### config.mk
export PLATFORM = sky130hd
export DESIGN_NAME = clkdiv_squash
export DESIGN_NICKNAME = d
export VERILOG_FILES = /design/src/rtl/clkdiv_squash.sv
export SDC_FILE = /design/constraint.sdc
export NUM_CORES = 1
export LEC_CHECK = 0
export ABC_AREA = 0
export BUFFER_PORTS_ARGS = -buffer_cell sky130_fd_sc_hd__buf_2
export CAP_MARGIN = 25
export CORE_MARGIN = 5
export CORE_UTILIZATION = 55
export CTS_CLUSTER_DIAMETER = 60
export DETAILED_ROUTE_END_ITERATION = 10
export GPL_TIMING_DRIVEN = 0
export PLACE_DENSITY = 0.77
export SYNTH_ARGS = -nofsm -noshare
export SYNTH_HDL_FRONTEND = slang
export SYNTH_SLANG_ARGS = --single-unit
### constraint.sdc
create_clock -name clk -period 3.68 [get_ports clk]
set_clock_uncertainty 0.2 [all_clocks]
set_input_delay 0.368 -clock clk [delete_from_list [all_inputs] [get_ports clk]]
set_output_delay 0.368 -clock clk [all_outputs]
set_load 0.01 [all_outputs]
### src/rtl/clkdiv_squash.sv
module clkdiv_squash #(
  parameter int WAVE_W = 16,
  parameter int LEN_W  = 5
) (
  input  logic              clk,
  input  logic              rst_n,
  input  logic              req_valid,
  input  logic [1:0]        req_div,
  input  logic [WAVE_W-1:0] req_wave,
  input  logic [LEN_W-1:0]  req_len,
  input  logic              vblank,
  output logic              busy,
  output logic              done,
  output logic              err,
  output logic              ce_out,
  output logic              clk_out
);
  localparam int IDX_W = $clog2(WAVE_W);

  logic [1:0]        div_q, div_nx, cnt_q, reload;
  logic [WAVE_W-1:0] wave_q, wave_nx;
  logic [LEN_W-1:0]  len_q, len_nx;
  logic [IDX_W-1:0]  idx_q;
  logic              alt_q, div_pend, wave_pend, busy_q, err_q, clk_q;
  logic              div_ce, last, sq_ce, bad;

  assign div_ce  = (cnt_q == 2'd0);
  assign last    = (LEN_W'(idx_q) == len_q - 1'b1);
  assign sq_ce   = div_ce & wave_q[IDX_W'(WAVE_W-1) - idx_q];
  assign bad     = (req_len == '0) || (req_len > LEN_W'(WAVE_W)) ||
                   ((req_wave & ~({WAVE_W{1'b1}} >> req_len)) == '0);
  assign busy    = div_pend | wave_pend;
  assign done    = busy_q & ~busy;
  assign err     = err_q;
  assign clk_out = clk_q;
  assign ce_out  = sq_ce & ~clk_q;

  always_comb begin
    case (div_q)
      2'd0:    reload = 2'd0;
      2'd1:    reload = alt_q ? 2'd1 : 2'd0;
      2'd2:    reload = 2'd1;
      default: reload = 2'd3;
    endcase
  end

  always_ff @(posedge clk) begin
    if (!rst_n) begin
      div_q <= 2'd2;  div_nx <= 2'd2;
      wave_q <= '1;   wave_nx <= '1;
      len_q <= LEN_W'(WAVE_W); len_nx <= LEN_W'(WAVE_W);
      idx_q <= '0;    cnt_q <= '0;  alt_q <= 1'b0;
      div_pend <= 1'b0; wave_pend <= 1'b0;
      busy_q <= 1'b0; err_q <= 1'b0; clk_q <= 1'b0;
    end else begin
      busy_q <= busy;
      err_q  <= req_valid & bad;
      if (sq_ce) clk_q <= ~clk_q;
      if (div_ce) begin
        cnt_q <= reload;
        alt_q <= ~alt_q;
        if (last) begin
          idx_q <= '0;
          if (wave_pend) begin
            wave_q    <= wave_nx;
            len_q     <= len_nx;
            wave_pend <= 1'b0;
          end
        end else begin
          idx_q <= idx_q + 1'b1;
        end
      end else begin
        cnt_q <= cnt_q - 1'b1;
      end
      if (vblank && div_pend) begin
        div_q    <= div_nx;
        cnt_q    <= '0;
        alt_q    <= 1'b0;
        div_pend <= 1'b0;
      end
      if (req_valid && !bad) begin
        div_nx    <= req_div;
        wave_nx   <= req_wave;
        len_nx    <= req_len;
        div_pend  <= 1'b1;
        wave_pend <= 1'b1;
      end
    end
  end

  AST_DIV_ONLY_AT_VBLANK: assert property (@(posedge clk) disable iff (!rst_n)
    !vblank |=> $stable(div_q));
  AST_WAVE_ONLY_AT_WRAP: assert property (@(posedge clk) disable iff (!rst_n)
    !(div_ce && last) |=> $stable(wave_q));
  AST_WAVE_NONZERO: assert property (@(posedge clk) disable iff (!rst_n)
    wave_q != '0);
  AST_DONE_SINGLE: assert property (@(posedge clk) disable iff (!rst_n)
    done |=> !done);
  AST_ACCEPT_BUSY: assert property (@(posedge clk) disable iff (!rst_n)
    (req_valid && !bad) |=> busy);
  AST_HALF_TOGGLE: assert property (@(posedge clk) disable iff (!rst_n)
    ce_out |=> clk_out);
endmodule

Yosys cells after proc, flatten, opt, wreduce, memory -nomap -nowiden

Index checks and enable logic that the tools add are counted.
Widths: inputs -> output; s select.

Bits in registers: 58
Input bits: 27
Output and inout bits: 5
Word-level logic and storage cells: 61

$add $sub $neg: 4
Order comparisons: 2
Equality and inequality tests: 3
Shifts and indexed selects: 1
Muxes and demuxes: 11
Bitwise gates (word level): 11
Reductions and logical operators: 15

Operators with widths:

| operator              | number |
|---|---|
| $and 16x16->16        | 1 |
| $logic_not 16->1      | 1 |
| $not 16->16           | 1 |
| $shr 16x5->16 const A | 1 |
| $mux 1                | 7 |
| $pmux 2 s3            | 1 |
| $reduce_bool 2->1     | 3 |
| $eq 4x5->1            | 1 |
| $gt 5x5->1 const B    | 1 |
| $logic_not 5->1       | 1 |
| $lt 4x5->1 const B    | 1 |
| $sub 5x1->5 const B   | 1 |
| $add 4x1->4 const B   | 1 |
| $and 1x1->1           | 4 |
| $bmux 1 s4            | 1 |
| $logic_not 2->1       | 2 |
| $mux 4                | 1 |
| $not 1->1             | 4 |
| $sub 4x4->4 const A   | 1 |
| $reduce_and 3->1      | 1 |
| $eq 2x1->1 const B    | 1 |
| $eq 2x2->1 const B    | 1 |
| $logic_and 1x1->1     | 2 |
| $logic_or 1x1->1      | 2 |
| other kinds (6)       | 6 |

Logic depth before layout (Yosys ltp)

Gate-level depths: netlist of the first run.

Word-level depth: 9
Mapped depth: 10
Depth with buffers taken out: 8

Least setup slack after synthesis of the first run

No wires, ideal clock.

Kind: register -> register
Start point: register len_q[0]
End point: register len_q[0]
Setup time: 0.121 ns
Arrival: 1.909 ns
Data required time: 3.359 ns
Setup slack: 1.450 ns
Stages on the path, launching flop included: 11
Path buffers: 2
Clock period less this slack: 2.230 ns
Path through: dfxtp_1 > inv_1 > ha_1 > nor2b_1 > o21ba_2 > a211oi_1 > o21ai_1 > or2_2 > clkbuf_1 > buf_4 > mux2i_1

Longest elaborated chain between the ends: 3

Ends and longest elaborated chain:

| element                    | line | text |
|---|---|---|
| start, declared            | 22   | `logic [LEN_W-1:0] len_q, len_nx;` |
| start signal, assigned     | 51   | `len_q <= LEN_W'(WAVE_W); len_nx <= LEN_W'(WAVE_W);` |
| start signal, assigned     | 66   | `len_q <= len_nx;` |
| $sub 5x1->5                | 28   | `assign last = (LEN_W'(idx_q) == len_q - 1'b1);` |
| $eq 4x5->1                 | 28   |  |
| $reduce_and 3->1 (no line) | n/a  |  |

Every way passes these cells.
A chain may end at the register's enable or synchronous reset.

Worst setup path after layout of the first run

Start point: register idx_q[0]
End point: output ce_out

Longest elaborated chain between the ends: 5

Ends and longest elaborated chain:

| element                      | line | text |
|---|---|---|
| start, declared              | 23   | `logic [IDX_W-1:0] idx_q;` |
| start signal, assigned       | 70   | `idx_q <= idx_q + 1'b1;` |
| $sub 4x4->4                  | 29   | `assign sq_ce = div_ce & wave_q[IDX_W'(WAVE_W-1) - idx_q];` |
| $bmux 1 s4                   | 29   |  |
| $mux 1 (not written as such) | 29   |  |
| $and 1x1->1                  | 29   |  |
| $and 1x1->1                  | 36   | `assign ce_out = sq_ce & ~clk_q;` |
| end, declared                | 15   | `output logic ce_out,` |

Every way passes these cells. The select of a mux whose other input is x is not followed.

==> results of run 1 <==
[worst min path at each step]
stage,start,endpoint,depth (start not counted)
6_report,req_div[0],div_nx[0],3
5_1_grt,req_div[0],div_nx[0],3
4_1_cts,req_div[0],div_nx[0],3
3_5_place_dp,div_nx[0],div_nx[0],2
3_3_place_gp,len_nx[1],len_nx[1],2
2_1_floorplan,div_nx[0],div_nx[0],2
[routing by layer]
| metal | vias to the layer above | GRT usage, % | routed length (um) |
|---|---|---|---|
| li1 | 1059 | - | - |
| met1 | 962 | 24.9 | 2670 |
| met2 | 66 | 31.5 | 2480 |
| met3 | 13 | 5.65 | 306 |
| met4 | 0 | 8.11 | 118 |
| met5 | - | 0 | 0 |
[where the power goes]
group	switching (mW)	internal, mW
clock network	0.247	0.484
logic	0.0845	0.0739
registers	0.0141	0.655
[cell usage in the layout, fill, tap and decap left out, types with 2 or more instances in the layout]
cell type	count
nor2_2	2
or2_2	3
xor2_1	3
clkbuf_8	11
mux2i_1	44
clkinv_2	2
buf_4	2
clkbuf_1	9
a211oi_1	4
bufinv_16	3
nor3_1	4
nor2b_1	56
nor4_1	2
xnor2_1	5
and2_1	3
a21oi_1	4
nand3_1	5
buf_2	33
inv_1	5
nand2_1	26
o21ai_0	6
buf_6	2
mux4_2	5
nor2_1	6
o21a_1	5
maj3_1	2
dfxtp_1	58
ha_1	2
[metrics by stage]
step	std cells	hold WS, ns	instance area (sq um)	worst slack [ns]
CTS	396	0.0714	3250	0.881
detailed placement	380	0.254	3000	1.25
global placement	380	0.256	3000	1.27
finish	396	0.0844	3250	0.897
global route	396	0.0827	3250	0.778
floorplan	285	0.235	2780	1.45
[cell type report]
class	count	area share [%]
Clock buffer	11	4.65
Buffer	18	2.96
Timing Repair Buffer	28	4.31
Inverter	5	0.577
Tap cell	67	2.58
Clock inverter	5	3.08
Multi-Input combinational cell	204	46.2
Sequential cell	58	35.7
[sequential cells by signal, indices dropped and copies added (netlist names), 2 cells and up]
register  flops
wave_nx      16
wave_q       16
len_nx        5
len_q         5
idx_q         4
cnt_q         2
div_nx        2
div_q         2
[synth_stat cells (all sizes together) (2+ instances only)]
| library cell | n | area share, % |
|---|---|---|
| clkbuf | 9 | 1.2 |
| xnor2 | 5 | 1.6 |
| buf | 9 | 2.3 |
| ha | 2 | 0.90 |
| nand3 | 5 | 0.90 |
| nor2 | 8 | 1.3 |
| inv | 5 | 0.68 |
| or2 | 3 | 0.68 |
| o21a | 5 | 1.4 |
| mux2i | 44 | 16 |
| maj3 | 2 | 0.72 |
| a21oi | 4 | 0.72 |
| a211oi | 4 | 1.1 |
| nor4 | 3 | 0.90 |
| o21ai | 7 | 1.3 |
| dfxtp | 58 | 42 |
| and2 | 3 | 0.68 |
| xor2 | 3 | 0.95 |
| mux4 | 5 | 4.1 |
| nand2 | 26 | 3.5 |
| nor3 | 4 | 0.72 |
| nor2b | 56 | 13 |
[cell families (layout without fill, tap and decap cells)]
logic type | count (synthesis) | in the layout | share of synthesized area, %
DFF | 58 | 58 | 41.8
muxes | 49 | 49 | 19.9
and+or+nand+nor | 113 | 113 | 22.6
adders and majority gates | 4 | 4 | 1.62
AOI/OAI and AO/OA | 30 | 30 | 7.47
xor gates and xnor gates | 8 | 8 | 2.52
buffers and inverters | 23 | 67 | 4.14
[worst max-delay path: cells and delay by family, from the launching register on]
kind,cells,cell delay (ns)
flops,1,0.34
mux,2,1.02
simple gates,2,0.15
buf+inv,2,0.38
==> flow_summary.yaml, run 1 <==
flow_run:
  drv_cap: 0
sta:
  layout_min_cycle_time_ns: 2.78
  timing.final.crit_share_pct: 75.6
  worstMarginPinSlew_ns: 0.503
  fmax_ghz: 0.359
  drv_slew: 0
  tns_ns: 0
  relSlewSlack_pct: 66.4
  hold_viol_final: 0
  setup_viol: 0
  rsz0062_at_grt: "false"
route:
  drt.antenna.violating_nets: 0
  viasPerCell: 5.30
  drtIter0Drc: 95
  wirelength_um: 5570
  vias: 2100
  route.detailed.drc: 0
  post_drt_wl_per_cell_um: 14.1
  drt_pass1_iterations: 4
die:
  die_h_um: 81.1
  dieWidth_um: 81.1
  ioPinCount: 32
  dieArea_sq_um: 6570
  fp.coreArea_sq_um: 4820
  rows: 25
  initial_core_util_pct: 57.7
synthesis:
  syn-num-nets: 314
  syn_inst: 285
  ys_seq_elements: 58
  syn-cell-area_sq_um: 2780
  synth_flop_cell: "dfxtp_1"
  async_flop_share_pct: 0
  synthDistinctLibCells: 42
  syn-mean-instance-area_sq_um: 9.75
  yosys_warnings: 0
  yosysSeqAreaShare_pct: 41.8
  synth_edf_count: 0
clock_network:
  numCtsBuffers: 9
  insertion_delay_ns: 0.33
  clock_sinks: 58
  cts_tree: "built"
  cts_buffer_depth: 2
  post_cts_buffers: 0
  root_buffer: "clkbuf_8"
  clk_pin_slew_worst_paths_ns: 0.07
  holdBufCountCts: 0
  h-tree-depth: 3
  cts_resized: 0
final_layout:
  register_area_sq_um: 1160
  num-fill-cells: 397
  final_util_pct: 67.6
  n_antenna_cell: 0
  areaGrowthSynthToFinish_pct: 17.1
  final_nets: 353
  final_layout_size_suffix_gt1_share_pct: 19.8
  multiInputGateArea_sq_um: 1500
worst_setup_path:
  end_kind: "primary output"
  slowest_stage: "mux4_2"
  reg2regPathDepth: 10
  cp_max_fo: 7
  worstSetupPathType: "reg -> out"
  r2r-end: "wave_q[14]"
  critical_path.endpoint: "ce_out"
  critPathLaunch: "idx_q[0]"
  critPathMaxStageDelay_ns: 0.54
  startpoint_type: "register"
  required_ns: 3.11
  path_cells: "buf_2 -> mux4_2 -> mux4_2 -> nand2_1 -> nor2_1 -> buf_2"
  arrival_ns: 2.21
  rr_startpoint: "len_q[0]"
  r2r_slack_ns: 1.24
place:
  gp_congestion: 0.787
  portBuffers: 28
  detailed_place_hpwl_um: 4110
grt:
  grt_pass1_wl_um: 9880
  grt_usage_pct: 19.7
  grt.overflow.total: 0
  antenna_found_initial: 0
  grt_pass1_vias: 2125
  grt_max_degree: 11
power_and_ir_drop:
  powerDensity_nw_per_um2: 479
  leakagePower_nw: 1.37
  finalPower_mw: 1.56
  ir_worst_vdd_v: 0.000328
min_path:
  hold_path_class: "in -> reg"
status:
  status: "completed"
Power figures use the tool's default switching activity.
==> run 2: changes to the inputs <==
==> constraint.sdc (replaced) <==
create_clock -name clk -period 2.76 [get_ports clk]
set_clock_uncertainty 0.2 [all_clocks]
set_input_delay 0.276 -clock clk [delete_from_list [all_inputs] [get_ports clk]]
set_output_delay 0.276 -clock clk [all_outputs]
set_load 0.01 [all_outputs]
==> run 2 against run 1 <==
Net effect: die area is the same; first-iteration DRC count up 8.4%; sequential share of layout area is 0.25 points lower; hold slack worse by 0.067 ns; register-to-register slack got worse by 0.91 ns; critical path type unchanged; critical endpoint unchanged; highest routed layer unchanged.
==> flow_summary.yaml, run 2 (same netlist as run 1, synthesis figures left out) <==
final_layout:
  reg.largest.list: "wave_nx: 16 flops, wave_q: 16 flops"
  final_cell_mix: "dfxtp_1 (58), nor2b_1 (56), mux2i_1 (44), buf_2 (32), nand2_1 (26)"
  final_layout_size_suffix_gt1_share_pct: 19.6
  n_antenna_cell: 0
  final_cells: 398
  layout_commonest_cell: "dfxtp_1"
  final_nets: 355
  areaGrowthSynthToFinish_pct: 17.9
sta:
  tns_ns: 0
  setup_viol: 0
  layout_min_cycle_time_ns: 2.65
  fmax_ghz: 0.377
  drv_slew: 0
  relSlewSlack_pct: 66.4
  worstMarginPinSlew_ns: 0.503
  layout_setup_ws_ns: 0.108
  timing.final.crit_share_pct: 96.1
  hold_viol_final: 0
grt:
  grt_max_degree: 11
  antenna_found_initial: 0
  grt_pass1_wl_um: 9980
  grt_usage_pct: 19.9
  grt.overflow.total: 0
  grt_pass1_vias: 2149
power_and_ir_drop:
  powerDensity_nw_per_um2: 635
  p_sw_share_pct: 22.1
  p_int_mw: 1.62
  seqPwrFrac_pct: 42.9
  combinationalPowerShare_pct: 10.3
  power_frac_clock_pct: 46.8
  ir_worst_vdd_v: 0.000437
  p_sw_mw: 0.461
  leakagePower_nw: 1.38
place:
  portBuffers: 28
  gp_congestion: 0.787
  detailed_place_hpwl_um: 4110
  dp_slack_ns: 0.342
  dp_cells: 380
clock_network:
  insertion_delay_ns: 0.33
  cts_buffer_depth: 2
  root_buffer: "clkbuf_8"
  post_cts_buffers: 0
  h-tree-depth: 3
  numCtsBuffers: 9
  cts_tree: "built"
  clock_sinks: 58
  clk_pin_slew_worst_paths_ns: 0.07
worst_setup_path:
  required_ns: 2.28
  arrival_ns: 2.18
  slowest_stage: "mux4_2"
  end_kind: "primary output"
  crit_top_cell: "mux4_2"
  path_cells: "clkbuf_4 -> mux4_2 -> mux4_2 -> nand2_1 -> nor2_1 -> buf_2"
  critPathMaxStageDelay_ns: 0.52
  worstSetupPathType: "reg -> out"
  cp_max_fo: 7
  startpoint_type: "register"
die:
  fp.coreArea_sq_um: 4820
  dieWidth_um: 81.1
  rows: 25
  ioPinCount: 32
  initial_core_util_pct: 57.7
  dieArea_sq_um: 6570
  die_h_um: 81.1
route:
  drt_pass1_iterations: 4
  route.detailed.drc: 0
  drtIter0Drc: 103
  viasPerCell: 5.24
  drt.antenna.violating_nets: 0
  vias: 2086
  post_drt_wl_per_cell_um: 14.1
  wirelength_um: 5610
min_path:
  hold_path_class: "in -> reg"
flow_run:
  drv_cap: 0
status:
  status: "completed"
## run 2: critical path: cells and delay by family (launching register included)
family,cells,cell delay [ns]
muxes,2,1.00
buffers and inverters,2,0.35
DFF,1,0.34
and+or+nand+nor,2,0.15
## run 2: timing repair
action,in CTS,in global routing
endpoints found under the hold margin,2,0
hold buffers,2,0
gates resized for setup,0,1
setup endpoints to repair,0,1
## run 2: cell type report
| cell class | instances | area (sq um) |
|---|---|---|
| Fill cell | 395 | 1540 |
| Clock inverter | 5 | 100 |
| Inverter | 5 | 18.8 |
| Buffer | 18 | 98.8 |
| Multi-Input combinational cell | 204 | 1500 |
| Timing Repair Buffer | 30 | 160 |
| Sequential cell | 58 | 1160 |
| Clock buffer | 11 | 151 |
| Tap cell | 67 | 83.8 |
## run 2: worst paths after layout
check,startpoint,to,slack [ns],depth (start not counted)
worst min-delay path,req_wave[1],wave_nx[1],0.02,3
worst min register to register,div_nx[0],div_nx[0],0.27,2
worst max-delay path,idx_q[0],ce_out,0.11,6
worst max register to register,len_q[0],wave_q[14],0.33,10
## run 2: power groups by stage
stage / combinational, mW / sequential [mW] / clock (mW)
floorplan: 0.147 / 0.906 / 0
global placement: 0.206 / 0.908 / 0
detailed placement: 0.211 / 0.911 / 0
CTS: 0.214 / 0.892 / 0.991
global route: 0.239 / 0.896 / 1.04
finish: 0.214 / 0.892 / 0.975
## run 2: per-stage QoR
stage | utilization (%) | instance area [sq um] | total power, mW | hold WS, ns
3_5_place_dp | 62.3 | 3000 | 1.12 | 0.254
4_1_cts | 68.0 | 3270 | 2.10 | 0.00552
6_report | 68.0 | 3280 | 2.08 | 0.0175
5_1_grt | 68.0 | 3280 | 2.17 | 0.0361
3_3_place_gp | 62.3 | 3000 | 1.11 | 0.256
2_1_floorplan | - | 2780 | 1.05 | 0.218
## run 2: per-layer routing
layer | track usage, % | wire, um | vias to the layer above
met1 | 25.1 | 2720 | 956
met5 | 0 | 0 | -
met4 | 8.11 | 131 | 0
met3 | 5.65 | 254 | 13
met2 | 32.1 | 2510 | 55
li1 | - | - | 1062
==> run 3: changes to the inputs <==
--- a/config.mk
+++ b/config.mk
@@ -9,11 +9,11 @@
 export BUFFER_PORTS_ARGS = -buffer_cell sky130_fd_sc_hd__buf_2
 export CAP_MARGIN = 25
 export CORE_MARGIN = 5
-export CORE_UTILIZATION = 55
+export CORE_UTILIZATION = 52
 export CTS_CLUSTER_DIAMETER = 60
 export DETAILED_ROUTE_END_ITERATION = 10
 export GPL_TIMING_DRIVEN = 0
-export PLACE_DENSITY = 0.77
+export PLACE_DENSITY = 0.76
 export SYNTH_ARGS = -nofsm -noshare
 export SYNTH_HDL_FRONTEND = slang
 export SYNTH_SLANG_ARGS = --single-unit
==> constraint.sdc (replaced) <==
create_clock -name clk -period 2.2 [get_ports clk]
set_clock_uncertainty 0.2 [all_clocks]
set_input_delay 0.22 -clock clk [delete_from_list [all_inputs] [get_ports clk]]
set_output_delay 0.22 -clock clk [all_outputs]
set_load 0.01 [all_outputs]
==> run 3 against run 2 <==
Net effect: the run now ends with negative setup slack left; global-route usage fell by 0.37 points; critical path depth unchanged; critical endpoint unchanged; sequential share of layout area is 3.2 points lower; via count rose by 7.4%; largest cell class unchanged; combinational power rose by 55%.
==> flow_summary.yaml, run 3 (same netlist as run 1, synthesis figures left out) <==
route:
  viasPerCell: 5.22
  drtIter0Drc: 163
  drt_pass1_iterations: 4
  post_drt_wl_per_cell_um: 15.3
  vias: 2241
  wirelength_um: 6570
  drt.antenna.violating_nets: 0
  route.detailed.drc: 0
die:
  fp.coreArea_sq_um: 5140
  rows: 26
  initial_core_util_pct: 54.1
  die_h_um: 83.1
  dieWidth_um: 83.1
  ioPinCount: 32
  dieArea_sq_um: 6910
worst_setup_path:
  critPathMaxStageDelay_ns: 0.51
  end_kind: "primary output"
  crit_top_cell: "mux4_2"
  crit_family: "multiplexers"
  startpoint_type: "register"
  path_cells: "buf_6 -> mux4_2 -> mux4_2 -> nand2_2 -> nor2_2 -> buf_2"
  arrival_ns: 2.07
  cp_max_fo: 6
  slowest_stage: "mux4_2"
  worstSetupPathType: "reg -> out"
  required_ns: 1.78
  path_buf_inv: 2
sta:
  fmax_ghz: 0.402
  hold_slack_ns: 0.0117
  worstMarginPinSlew_ns: 0.507
  rsz0062_at_grt: "true"
  layout_setup_ws_ns: -0.286
  setup_viol: 1
  drv_slew: 0
  hold_viol_final: 0
  timing.final.crit_share_pct: 113
  layout_min_cycle_time_ns: 2.49
  relSlewSlack_pct: 66.2
clock_network:
  numCtsBuffers: 9
  insertion_delay_ns: 0.34
  root_buffer: "clkbuf_8"
  cts_tree: "built"
  cts_buffer_depth: 2
  h-tree-depth: 3
  clock_sinks: 58
  clk_pin_slew_worst_paths_ns: 0.06
place:
  dp_cells: 383
  gp_congestion: 0.797
  dp_slack_ns: -0.211
  portBuffers: 28
  detailed_place_hpwl_um: 4200
final_layout:
  register_area_sq_um: 1170
  multiInputGateArea_sq_um: 1560
  reg.largest.list: "wave_nx: 16 flops, wave_q: 16 flops"
  num-fill-cells: 402
  final_layout_size_suffix_gt1_share_pct: 25.1
  areaGrowthSynthToFinish_pct: 30.2
  final_cell_mix: "nor2b_1 (55), dfxtp_1 (55), mux2i_1 (43), buf_2 (31), nand2_1 (25)"
  n_antenna_cell: 0
  final_nets: 383
  final_cells: 429
power_and_ir_drop:
  ir_worst_vdd_v: 0.000412
  powerDensity_nw_per_um2: 669
  finalPower_mw: 2.42
  leakagePower_nw: 1.53
grt:
  grt_max_degree: 11
  grt.overflow.total: 0
  grt_usage_pct: 19.6
  antenna_found_initial: 0
  grt_pass1_wl_um: 10700
  grt_pass1_vias: 2256
flow_run:
  drv_cap: 0
min_path:
  hold_path_class: "in -> reg"
status:
  status: "finished with violations"
  violations: "negative setup slack"
-- run 3: routing by layer --
layer	vias up	track usage (%)	routed length (um)	share of wire [%]
met4	0	12.0	283	4.3
met2	66	32.5	3120	47
met1	1032	23.1	2850	43
met3	24	3.76	325	4.9
met5	-	0	0	0
li1	1119	-	-	-
-- run 3: final timing paths --
| path | startpoint | end | slack, ns | cells after the start |
|---|---|---|---|---|
| max | idx_q[0] | ce_out | -0.29 | 6 |
| min | req_wave[15] | wave_nx[15] | 0.01 | 3 |
| max reg2reg | len_q[0] | wave_q[14] | 0.01 | 9 |
| min reg2reg | len_nx[0] | len_q[0] | 0.27 | 2 |
-- run 3: worst register-to-register path, stage by stage (launching register included) --
cell	delay [ns]
dfxtp_4	0.37
inv_4	0.04
ha_4	0.25
xor2_1	0.14
o211ai_1	0.11
a211oi_2	0.24
o21ai_2	0.09
or2_4	0.31
buf_12	0.16
mux2i_2	0.14
-- run 3: final cells by class --
class / count / area share [%]
Multi-Input combinational cell: 204 / 43.0
Inverter: 5 / 0.588
Buffer: 17 / 3.60
Tap cell: 70 / 2.42
Sequential cell: 58 / 32.3
Timing Repair Buffer: 59 / 12.5
Clock buffer: 15 / 5.43
Clock inverter: 1 / 0.138
-- run 3: what timing repair did --
item	CTS	global route
resized for setup	11	16
buffers inserted	5	6
hold buffers	18	0
pin swaps	3	6
setup endpoints to repair	23	41
cloned	0	2
hold endpoints to repair	19	0
-- run 3: report_power, final --
part,leakage (nW),internal (mW),switching (mW)
logic,0.950,0.171,0.160
registers,0.475,1.10,0.0248
clock network,0.106,0.562,0.407
total,1.53,1.83,0.592
-- run 3: metrics by stage --
step                      util, %  instance area [sq um]  TNS (ns)
after detailed placement     58.7                   3020     -6.61
after global routing         70.4                   3620    -0.800
after global placement       58.7                   3020     -4.26
after floorplan                 -                   2790         0
final                        70.4                   3620    -0.286
after CTS                    67.4                   3470    -0.292
